<file path="src/rtl/stack_pkg.sv">
package stack_pkg;
  typedef enum logic [1:0] {
    ST_IDLE   = 2'd0,
    ST_PUSH   = 2'd1,
    ST_POP_RD = 2'd2,
    ST_POP_WB = 2'd3
  } stk_state_e;
endpackage

</file>
<file path="src/rtl/stack_decode.sv">
module stack_decode #(
  parameter int          OPW       = 8,
  parameter int          IW        = 3,
  parameter logic [7:0]  PUSH_BASE = 8'h50,
  parameter logic [7:0]  POP_BASE  = 8'h58
) (
  input  logic [OPW-1:0] opcode,
  output logic           is_push,
  output logic           is_pop,
  output logic [IW-1:0]  reg_idx
);
  // Group match on the bits above the register field
  assign is_push = (opcode[OPW-1:IW] == PUSH_BASE[OPW-1:IW]);
  assign is_pop  = (opcode[OPW-1:IW] == POP_BASE[OPW-1:IW]);
  assign reg_idx = opcode[IW-1:0];
endmodule

</file>
<file path="src/rtl/stack_regfile.sv">
module stack_regfile #(
  parameter int              DW      = 32,
  parameter int              NREG    = 8,
  parameter int              IW      = $clog2(NREG),
  parameter int              SP_IDX  = 4,
  parameter logic [DW-1:0]   SP_INIT = 32'h0000_0100
) (
  input  logic          clk,
  input  logic          rst_n,
  input  logic [IW-1:0] rd_idx,
  output logic [DW-1:0] rd_data,
  output logic [DW-1:0] sp_q,
  input  logic          sp_we,
  input  logic [DW-1:0] sp_d,
  input  logic          wr_en,
  input  logic [IW-1:0] wr_idx,
  input  logic [DW-1:0] wr_d
);
  logic [NREG-1:0][DW-1:0] q;
  logic [NREG-1:0][DW-1:0] nxt;
  logic [NREG-1:0]         hit;
  logic [NREG-1:0]         en;

  // Per-entry write steering; general write port wins over SP update
  for (genvar g = 0; g < NREG; g++) begin : g_ent
    assign hit[g] = wr_en && (wr_idx == IW'(g));
    if (g == SP_IDX) begin : g_sp
      assign en[g]  = hit[g] | sp_we;
      assign nxt[g] = hit[g] ? wr_d : sp_d;
    end else begin : g_gp
      assign en[g]  = hit[g];
      assign nxt[g] = wr_d;
    end
  end

  always_ff @(posedge clk or negedge rst_n) begin
    if (!rst_n) begin
      for (int i = 0; i < NREG; i++)
        q[i] <= (i == SP_IDX) ? SP_INIT : '0;
    end else begin
      for (int i = 0; i < NREG; i++)
        if (en[i]) q[i] <= nxt[i];
    end
  end

  assign rd_data = q[rd_idx];
  assign sp_q    = q[SP_IDX];
endmodule

</file>
<file path="src/rtl/stack_ctrl.sv">
module stack_ctrl
  import stack_pkg::*;
#(
  parameter int DW = 32,
  parameter int IW = 3
) (
  input  logic          clk,
  input  logic          rst_n,
  input  logic          op_valid,
  input  logic          is_push,
  input  logic          is_pop,
  input  logic [IW-1:0] dec_idx,
  input  logic [DW-1:0] sp_q,
  input  logic [DW-1:0] rd_data,
  input  logic [DW-1:0] mem_rdata,
  output logic          op_ready,
  output logic [DW-1:0] mem_addr,
  output logic [DW-1:0] mem_wdata,
  output logic          mem_we,
  output logic          mem_re,
  output logic [IW-1:0] rd_idx,
  output logic          sp_we,
  output logic [DW-1:0] sp_d,
  output logic          wr_en,
  output logic [IW-1:0] wr_idx,
  output logic [DW-1:0] wr_d
);
  localparam logic [DW-1:0] STEP = DW'(DW / 8);

  stk_state_e    st_q, st_d;
  logic [IW-1:0] idx_q, idx_d;
  logic          idx_en;
  logic          accept;

  assign op_ready = (st_q == ST_IDLE);
  assign accept   = op_valid && op_ready;

  always_comb begin
    st_d      = st_q;
    idx_d     = dec_idx;
    idx_en    = 1'b0;
    mem_addr  = '0;
    mem_wdata = '0;
    mem_we    = 1'b0;
    mem_re    = 1'b0;
    sp_we     = 1'b0;
    sp_d      = sp_q;
    wr_en     = 1'b0;
    wr_idx    = idx_q;
    wr_d      = mem_rdata;
    rd_idx    = idx_q;
    unique case (st_q)
      ST_IDLE: begin
        if (accept) begin
          idx_en = 1'b1;
          if (is_push)     st_d = ST_PUSH;
          else if (is_pop) st_d = ST_POP_RD;
        end
      end
      ST_PUSH: begin
        // decrement first, store at the new top; operand read is pre-decrement
        sp_d      = sp_q - STEP;
        sp_we     = 1'b1;
        mem_addr  = sp_q - STEP;
        mem_wdata = rd_data;
        mem_we    = 1'b1;
        st_d      = ST_IDLE;
      end
      ST_POP_RD: begin
        mem_addr = sp_q;
        mem_re   = 1'b1;
        sp_d     = sp_q + STEP;
        sp_we    = 1'b1;
        st_d     = ST_POP_WB;
      end
      ST_POP_WB: begin
        wr_en = 1'b1;
        st_d  = ST_IDLE;
      end
      default: st_d = ST_IDLE;
    endcase
  end

  always_ff @(posedge clk or negedge rst_n) begin
    if (!rst_n) begin
      st_q  <= ST_IDLE;
      idx_q <= '0;
    end else begin
      st_q <= st_d;
      if (idx_en) idx_q <= idx_d;
    end
  end
endmodule

</file>
<file path="src/rtl/stack_unit.sv">
module stack_unit #(
  parameter int             DW        = 32,
  parameter int             NREG      = 8,
  parameter int             SP_IDX    = 4,
  parameter logic [DW-1:0]  SP_INIT   = 32'h0000_0100,
  parameter logic [7:0]     PUSH_BASE = 8'h50,
  parameter logic [7:0]     POP_BASE  = 8'h58
) (
  input  logic          clk,
  input  logic          rst_n,
  input  logic          op_valid,
  input  logic [7:0]    op_byte,
  output logic          op_ready,
  output logic [DW-1:0] mem_addr,
  output logic          mem_we,
  output logic          mem_re,
  output logic [DW-1:0] mem_wdata,
  input  logic [DW-1:0] mem_rdata
);
  localparam int IW = $clog2(NREG);

  logic [1:0]    rst_sync;
  logic          core_rst_n;
  logic          is_push, is_pop;
  logic [IW-1:0] dec_idx, rd_idx, wr_idx;
  logic [DW-1:0] sp_q, sp_d, rd_data, wr_d;
  logic          sp_we, wr_en, ctrl_ready;

  // asynchronous assert, synchronous release
  always_ff @(posedge clk or negedge rst_n) begin
    if (!rst_n) rst_sync <= 2'b00;
    else        rst_sync <= {rst_sync[0], 1'b1};
  end
  assign core_rst_n = rst_sync[1];

  stack_decode #(
    .OPW(8), .IW(IW), .PUSH_BASE(PUSH_BASE), .POP_BASE(POP_BASE)
  ) u_dec (
    .opcode(op_byte), .is_push(is_push), .is_pop(is_pop), .reg_idx(dec_idx)
  );

  stack_regfile #(
    .DW(DW), .NREG(NREG), .IW(IW), .SP_IDX(SP_IDX), .SP_INIT(SP_INIT)
  ) u_rf (
    .clk(clk), .rst_n(core_rst_n),
    .rd_idx(rd_idx), .rd_data(rd_data), .sp_q(sp_q),
    .sp_we(sp_we), .sp_d(sp_d),
    .wr_en(wr_en), .wr_idx(wr_idx), .wr_d(wr_d)
  );

  stack_ctrl #(.DW(DW), .IW(IW)) u_ctrl (
    .clk(clk), .rst_n(core_rst_n),
    .op_valid(op_valid && core_rst_n),
    .is_push(is_push), .is_pop(is_pop), .dec_idx(dec_idx),
    .sp_q(sp_q), .rd_data(rd_data), .mem_rdata(mem_rdata),
    .op_ready(ctrl_ready),
    .mem_addr(mem_addr), .mem_wdata(mem_wdata),
    .mem_we(mem_we), .mem_re(mem_re),
    .rd_idx(rd_idx), .sp_we(sp_we), .sp_d(sp_d),
    .wr_en(wr_en), .wr_idx(wr_idx), .wr_d(wr_d)
  );

  assign op_ready = ctrl_ready && core_rst_n;
endmodule

</file>
<file path="config.mk">
export PLATFORM = sky130hd
export DESIGN_NAME = stack_unit
export DESIGN_NICKNAME = d
export VERILOG_FILES = /design/src/rtl/stack_pkg.sv /design/src/rtl/stack_decode.sv /design/src/rtl/stack_regfile.sv /design/src/rtl/stack_ctrl.sv /design/src/rtl/stack_unit.sv
export SDC_FILE = /design/constraint.sdc
export NUM_CORES = 1
export LEC_CHECK = 0
export BUFFER_PORTS_ARGS = -buffer_cell sky130_fd_sc_hd__buf_2
export CAP_MARGIN = 0
export CORE_MARGIN = 3
export CORE_UTILIZATION = 49
export CTS_CLUSTER_DIAMETER = 200
export DETAILED_ROUTE_END_ITERATION = 10
export HOLD_SLACK_MARGIN = 0.05
export PLACE_DENSITY = 0.64
export SETUP_SLACK_MARGIN = 0.1
export SLEW_MARGIN = 10
export SYNTH_ARGS = -nofsm -noshare
export SYNTH_HDL_FRONTEND = slang
export SYNTH_HIERARCHICAL = 1
export SYNTH_SLANG_ARGS = --single-unit
</file>
<file path="constraint.sdc">
create_clock -name clk -period 10.39 [get_ports clk]
set_input_delay 0.5195 -clock clk [delete_from_list [all_inputs] [get_ports clk]]
set_output_delay 0.5195 -clock clk [all_outputs]
set_load 0.02 [all_outputs]
</file>
==> results.cfg, run 1 <==
[finish]
layout_cell_share_with_drive_strength_beyond_1 = 0.430
insertedDiodeCount = 0
flow.area_growth_from_synthesis_pct = 8.18
layout.core_utilization = 0.543
layout.nets = 1295
finish.instance_area_um2 = 16800

[yosys]
netlist_top_cells_area = dfrtp_1 (42%), mux2_2 (23%), mux4_1 (6.8%)
yosys_warnings = 6
synthesis.instances = 1259
fraction_of_synthesized_cell_area_taken_by_the_top_area_cell_type = 0.422
post_synth_most_frequent_cells = mux2_2 (318), dfrtp_1 (262), buf_4 (81)
ys_types = 74
synthFlopType = dfrtp_1
mappedNetlistNets = 1308
synth_area_um2 = 15500
synth-seq-cells = 263
yosys.area.top_type = dfrtp_1
synthesis.area_per_instance_um2 = 12.3
post_synth_edffs = 0
postSynth.asyncResetShare = 1.00
yosys.cell_count.top_type = mux2_2
seq_area_frac_synth = 0.424

[clocking]
clock_tree.root_cell = clkbuf_16
clock_tree_from_tritoncts = yes
worst_skew_late_latency_ns = 0.57
worst_setup_hold_path_clk_slew_ns = 0.06
cts_buffer_count = 29
cts_max_level = 1
clock_tree.buffer_depth = 3
clkSinkCount = 263
cts_resized = 0

[worst_setup_path]
crit_chain = inv_1 > ha_2 > buf_4 > clkinv_1 > nor2_1 > a21oi_1 > o21ai_0 > buf_2
reg2reg_setup_slack_ns = 6.51
slowest_delay_ns = 0.75
crit_path_start_kind = register
worst-endpoint-required_ns = 9.87
worstReg2RegStart = u_rf/sp_q[4]$_DFFE_PN0P_
critical_path.reg2reg.endpoint = u_rf/sp_q[25]$_DFFE_PN0P_
critical_path_class = reg2out
critPathCaptureType = output port
cpMaxStageDelayCell = nor2_1
cp_max_fo = 68
crit_arrival_ns = 4.13
worst_r2r_path_depth = 7

[worst_hold_path]
hold_class = in2reg
timing.hold.worst_path_depth = 2
worstHoldEndpoint = u_ctrl/rd_idx[0]$_DFFE_PN0P_
worst_hold_startpoint = op_byte[0]

[timing]
rsz_0062_raised_after_global_routing = false
fin_worst_skew_ns = 0.0165
report.final.slew_viol_count = 0
finalSetupViolCount = 0
final_period_minus_worst_setup_slack_ns = 4.65
worst-slew-pin-transition_ns = 1.20
setup_total_negative_slack_ns = 0
slew_headroom = 0.199
finalHoldViolations = 0
max_freq_mhz = 215
period_share = 0.447
fin_worst_hold_slack_ns = 0.183

[die]
initial_utilization = 0.502
chipWidth_um = 184
i_o_pins = 110
coreArea_um2 = 30900
fp.dieArea_um2 = 33800
die_h_um = 184
placement_rows = 64

[placed_design]
finalWeightedCongestion = 0.981
dpl_cell_area_um2 = 15700
hpwlAfterDp_mm = 25.1
place.port_buffers = 109

[global_routing]
first_global_vias = 10257
grt_antenna_before_repair = 0
grt_overflow = 0
groute.usage.overall = 0.228
grt_max_degree = 188
grt_first_pass_wirelength_mm = 60.6

[detailed_routing]
drt_iter0_drc = 870
via_per_inst = 6.24
detail_route.wl_per_cell_um = 23.2
drcViolationCount = 0
dr.pass1.iters = 6
wl_mm = 38.6
dr_total_vias = 10396
detail-route-antenna-nets = 0

[power_and_ir_drop]
vdd.ir_drop.worst_uv = 155
power_density_nw_per_um2 = 295
power.static_leakage_uw = 0.00741

[run_status]
status = finished clean

[job]
cap_violations = 0
==> worst max-delay path by stage <==
stage	startpoint	to	slack, ns	depth (start not counted)
CTS	u_ctrl/st_q[1]$_DFFE_PN0P_	mem_addr[29]	5.75	8
finish	u_ctrl/st_q[1]$_DFFE_PN0P_	mem_addr[29]	5.74	8
detailed placement	u_ctrl/st_q[1]$_DFFE_PN0P_	mem_addr[29]	6.37	8
global route	u_ctrl/st_q[1]$_DFFE_PN0P_	mem_addr[29]	5.55	8
floorplan	rst_sync[1]$_DFF_PN0_	u_ctrl/rd_idx[0]$_DFFE_PN0P_	2.50	0
global placement	u_ctrl/st_q[1]$_DFFE_PN0P_	mem_addr[29]	6.48	8
==> repair_timing <==
| action | CTS | global route |
|---|---|---|
| endpoints found under the hold margin | 2 | 0 |
| hold buffers | 1 | 0 |
| setup buffers | 0 | 0 |
==> layout by cell type (no fill, tap or decap), drive strengths merged, types with 14 or more instances in the layout <==
cell type / n
o21ai: 48
nand4: 14
dfrtp: 262
a21oi: 40
nor2: 42
mux2: 331
a31oi: 17
and2: 40
nor4: 14
nor3: 14
mux4: 64
buf: 132
inv: 16
nand3: 25
nand2: 34
clkbuf: 41
==> final cells by class <==
| class | instances | area [µm²] |
|---|---|---|
| Fill cell | 2664 | 14100 |
| Sequential cell | 263 | 6600 |
| Clock buffer | 41 | 841 |
| Multi-Input combinational cell | 803 | 7850 |
| Clock inverter | 13 | 210 |
| Timing Repair Buffer | 133 | 741 |
| Inverter | 16 | 60.1 |
| Tap cell | 396 | 495 |
==> power by group <==
group | total, µW | leakage [µW] | switching (µW) | internal, µW
Sequential | 1720 | 0.00325 | 333 | 1390
Combinational | 2120 | 0.00365 | 1040 | 1080
Clock | 1110 | 0.000514 | 425 | 688
==> registers in the layout (all words and copies together), names as in the netlist <==
signal	cells
rst_sync	2
u_ctrl/rd_idx	3
u_ctrl/st_q	2
u_rf/q	224
u_rf/sp_q	32
==> worst max-delay path, delay by kind of cell, from the launching register on <==
| kind | cells | cell delay [ns] |
|---|---|---|
| buf+inv | 4 | 1.64 |
| simple gates | 1 | 0.75 |
| compound gates | 2 | 0.56 |
| flops | 1 | 0.40 |
| fa+ha+maj | 1 | 0.18 |
==> logic make-up (layout without fill, tap and decap cells) <==
logic type / after synthesis / after routing / synth area share
XOR/XNOR: 4 / 4 / 0.00226
multiplexers: 403 / 403 / 0.348
other: 1 / 1 / 0.000242
buffers and inverters: 193 / 203 / 0.0728
AND/OR/NAND/NOR: 228 / 228 / 0.0825
flip-flops: 263 / 263 / 0.424
AO/OA/AOI/OAI: 161 / 161 / 0.0653
adder cells (fa/ha/maj): 6 / 6 / 0.00484
==> per-layer routing <==
metal	wire (µm)	GRT usage
met1	17900	0.338
met2	17100	0.346
met3	2570	0.0406
met4	1030	0.0665
met5	0	0
==> per-stage QoR <==
step | total power [µW] | setup WS [ns] | std cells
after floorplan | 3390 | 2.50 | 1259
after CTS | 4980 | 5.75 | 1665
after global routing | 5250 | 5.55 | 1665
after detailed placement | 3850 | 6.37 | 1610
final | 4960 | 5.74 | 1665
after global placement | 3800 | 6.48 | 1610
No activity file was read; power rests on OpenSTA's default activity.
==> inputs of run 2 (changes only) <==
--- a/config.mk
+++ b/config.mk
@@ -12,7 +12,7 @@
 export CTS_CLUSTER_DIAMETER = 200
 export DETAILED_ROUTE_END_ITERATION = 10
 export HOLD_SLACK_MARGIN = 0.05
-export PLACE_DENSITY = 0.64
+export PLACE_DENSITY = 0.66
 export SETUP_SLACK_MARGIN = 0.1
 export SLEW_MARGIN = 10
 export SYNTH_ARGS = -nofsm -noshare
==> constraint.sdc (replaced) <==
create_clock -name clk -period 3.75 [get_ports clk]
set_input_delay 0.1875 -clock clk [delete_from_list [all_inputs] [get_ports clk]]
set_output_delay 0.1875 -clock clk [all_outputs]
set_load 0.02 [all_outputs]
==> run 2 against run 1 <==
Clock skew shrank 0.0025 ns. Flip-flop and latch count is the same. Highest routed layer is now met5. Via count grew 2.7%. Count of clock-buffer cells in the layout grew 4. Register-to-register slack lost 5.9 ns.
==> results.cfg, run 2 (same netlist as run 1, synthesis figures left out) <==
[run_status]
status = finished clean

[die]
chipWidth_um = 184
i_o_pins = 110
coreArea_um2 = 30900
die_h_um = 184
placement_rows = 64
fp.dieArea_um2 = 33800
initial_utilization = 0.502

[worst_setup_path]
crit_arrival_ns = 3.31
worstReg2RegStart = u_rf/sp_q[2]$_DFFE_PN0P_
critPathCaptureType = output port
cp-startpoint = u_rf/sp_q[10]$_DFFE_PN0P_
slowest_delay_ns = 0.60
crit_path_start_kind = register
worst-endpoint-required_ns = 3.56
cp_max_fo = 15
cpMaxStageDelayCell = or4_4
crit_chain = or4_4 > nor3_1 > buf_4 > nand3_1 > o31ai_1 > buf_2
critical_path_class = reg2out

[finish]
insertedDiodeCount = 0
largest_register = u_rf/q
seqCellArea_um2 = 6590
multi_input_area_um2 = 7860
layout.nets = 1360
flow.area_growth_from_synthesis_pct = 11.7
number_of_fillers_in_the_final_layout = 2596
layout_cell_share_with_drive_strength_beyond_1 = 0.429
layout.core_utilization = 0.561
layout.cells.most_common = mux2_2
mostFrequentLayoutCells = mux2_2 (318), dfrtp_1 (258), buf_2 (109)
flip_flop_count_of_the_largest_register_all_copies_and_words_added = 224

[clocking]
clkSinkCount = 263
clock_tree_from_tritoncts = yes
cts_max_level = 1
worst_skew_late_latency_ns = 0.56
worst_setup_hold_path_clk_slew_ns = 0.07
cts_buffer_count = 29
clock_tree.root_cell = clkbuf_16
clock_tree.buffer_depth = 3

[timing]
fin_worst_skew_ns = 0.0140
final_period_minus_worst_setup_slack_ns = 3.50
finalHoldViolations = 0
report.final.slew_viol_count = 0
slew_headroom = 0.325
worst-slew-pin-transition_ns = 1.01
final_ws_setup_ns = 0.254
period_share = 0.932
finalSetupViolCount = 0
max_freq_mhz = 286
setup_total_negative_slack_ns = 0
rsz_0062_raised_after_global_routing = false

[global_routing]
first_global_vias = 10677
groute.usage.overall = 0.239
grt_overflow = 0
grt_first_pass_wirelength_mm = 63.4
grt_max_degree = 161
grt_antenna_before_repair = 1

[power_and_ir_drop]
net-switching-power_uw = 5100
combinationalPowerShare = 0.451
power.static_leakage_uw = 0.00768
cellInternalPower_uw = 8780
vdd.ir_drop.worst_uv = 412
seq_power_share = 0.340
power_density_nw_per_um2 = 801
power_frac_clock = 0.209
swShare = 0.367

[worst_hold_path]
hold_class = in2reg
worst_hold_startpoint = op_byte[3]

[placed_design]
place_ws_ns = 0.530
finalWeightedCongestion = 0.945
place.port_buffers = 109
hpwlAfterDp_mm = 27.2

[detailed_routing]
detail-route-antenna-nets = 0
dr_total_vias = 10675
detail_route.wl_per_cell_um = 23.4
drcViolationCount = 0
drt_iter0_drc = 918
dr.pass1.iters = 7
via_per_inst = 6.17
wl_mm = 40.5

[job]
cap_violations = 0
[run 2: worst paths after layout]
path	slack, ns	endpoint	cells past startpoint
setup reg to reg	0.62	u_rf/sp_q[14]$_DFFE_PN0P_	10
hold reg to reg	0.35	rst_sync[1]$_DFF_PN0_	0
setup / recovery	0.25	mem_addr[24]	6
max in group asynchronous	2.39	u_rf/q[178]$_DFFE_PN0P_	1
min in group asynchronous	0.47	rst_sync[1]$_DFF_PN0_	3
hold / removal	0.07	u_ctrl/st_q[0]$_DFFE_PN0P_	4
[run 2: repair_timing]
action                                 in CTS  in global routing
endpoints found under the hold margin     253                  0
hold buffers                               37                  0
resized for setup                           0                  3
setup buffers                               0                  0
setup endpoints to repair                   0                  5
[run 2: critical path, delay by kind of cell (launching register included)]
| family | cells | cell delay, ns |
|---|---|---|
| buffers and inverters | 2 | 0.58 |
| flip-flops | 1 | 0.47 |
| AO/OA/AOI/OAI | 1 | 0.58 |
| AND/OR/NAND/NOR | 3 | 1.11 |
[run 2: final cells by class]
cell class | instances | area share
Sequential cell | 263 | 0.380
Multi-Input combinational cell | 803 | 0.453
Clock inverter | 9 | 0.00794
Tap cell | 396 | 0.0286
Timing Repair Buffer | 198 | 0.0782
Clock buffer | 45 | 0.0482
Inverter | 16 | 0.00346
[run 2: power groups by stage]
stage	logic (µW)	clock network [µW]	registers, µW
global placement	6110	0	4690
floorplan	5140	0	4230
finish	6260	2910	4720
CTS	6240	2970	4710
detailed placement	6170	0	4760
global route	6710	3080	4860
[run 2: per-layer routing]
metal	share of wire	global-route usage
met1	0.46	0.347
met2	0.46	0.385
met3	0.048	0.0299
met4	0.022	0.0578
met5	0.00032	0
[run 2: per-stage QoR]
| step | area (µm²) | instances | total power, µW | hold slack [ns] |
|---|---|---|---|---|
| after floorplan | 15500 | 1259 | 9370 | -0.108 |
| after global placement | 16000 | 1639 | 10800 | -0.0222 |
| after detailed placement | 16000 | 1639 | 10900 | -0.0225 |
| after CTS | 17300 | 1730 | 13900 | 0.0528 |
| after global routing | 17300 | 1730 | 14700 | 0.0909 |
| final | 17300 | 1730 | 13900 | 0.0707 |
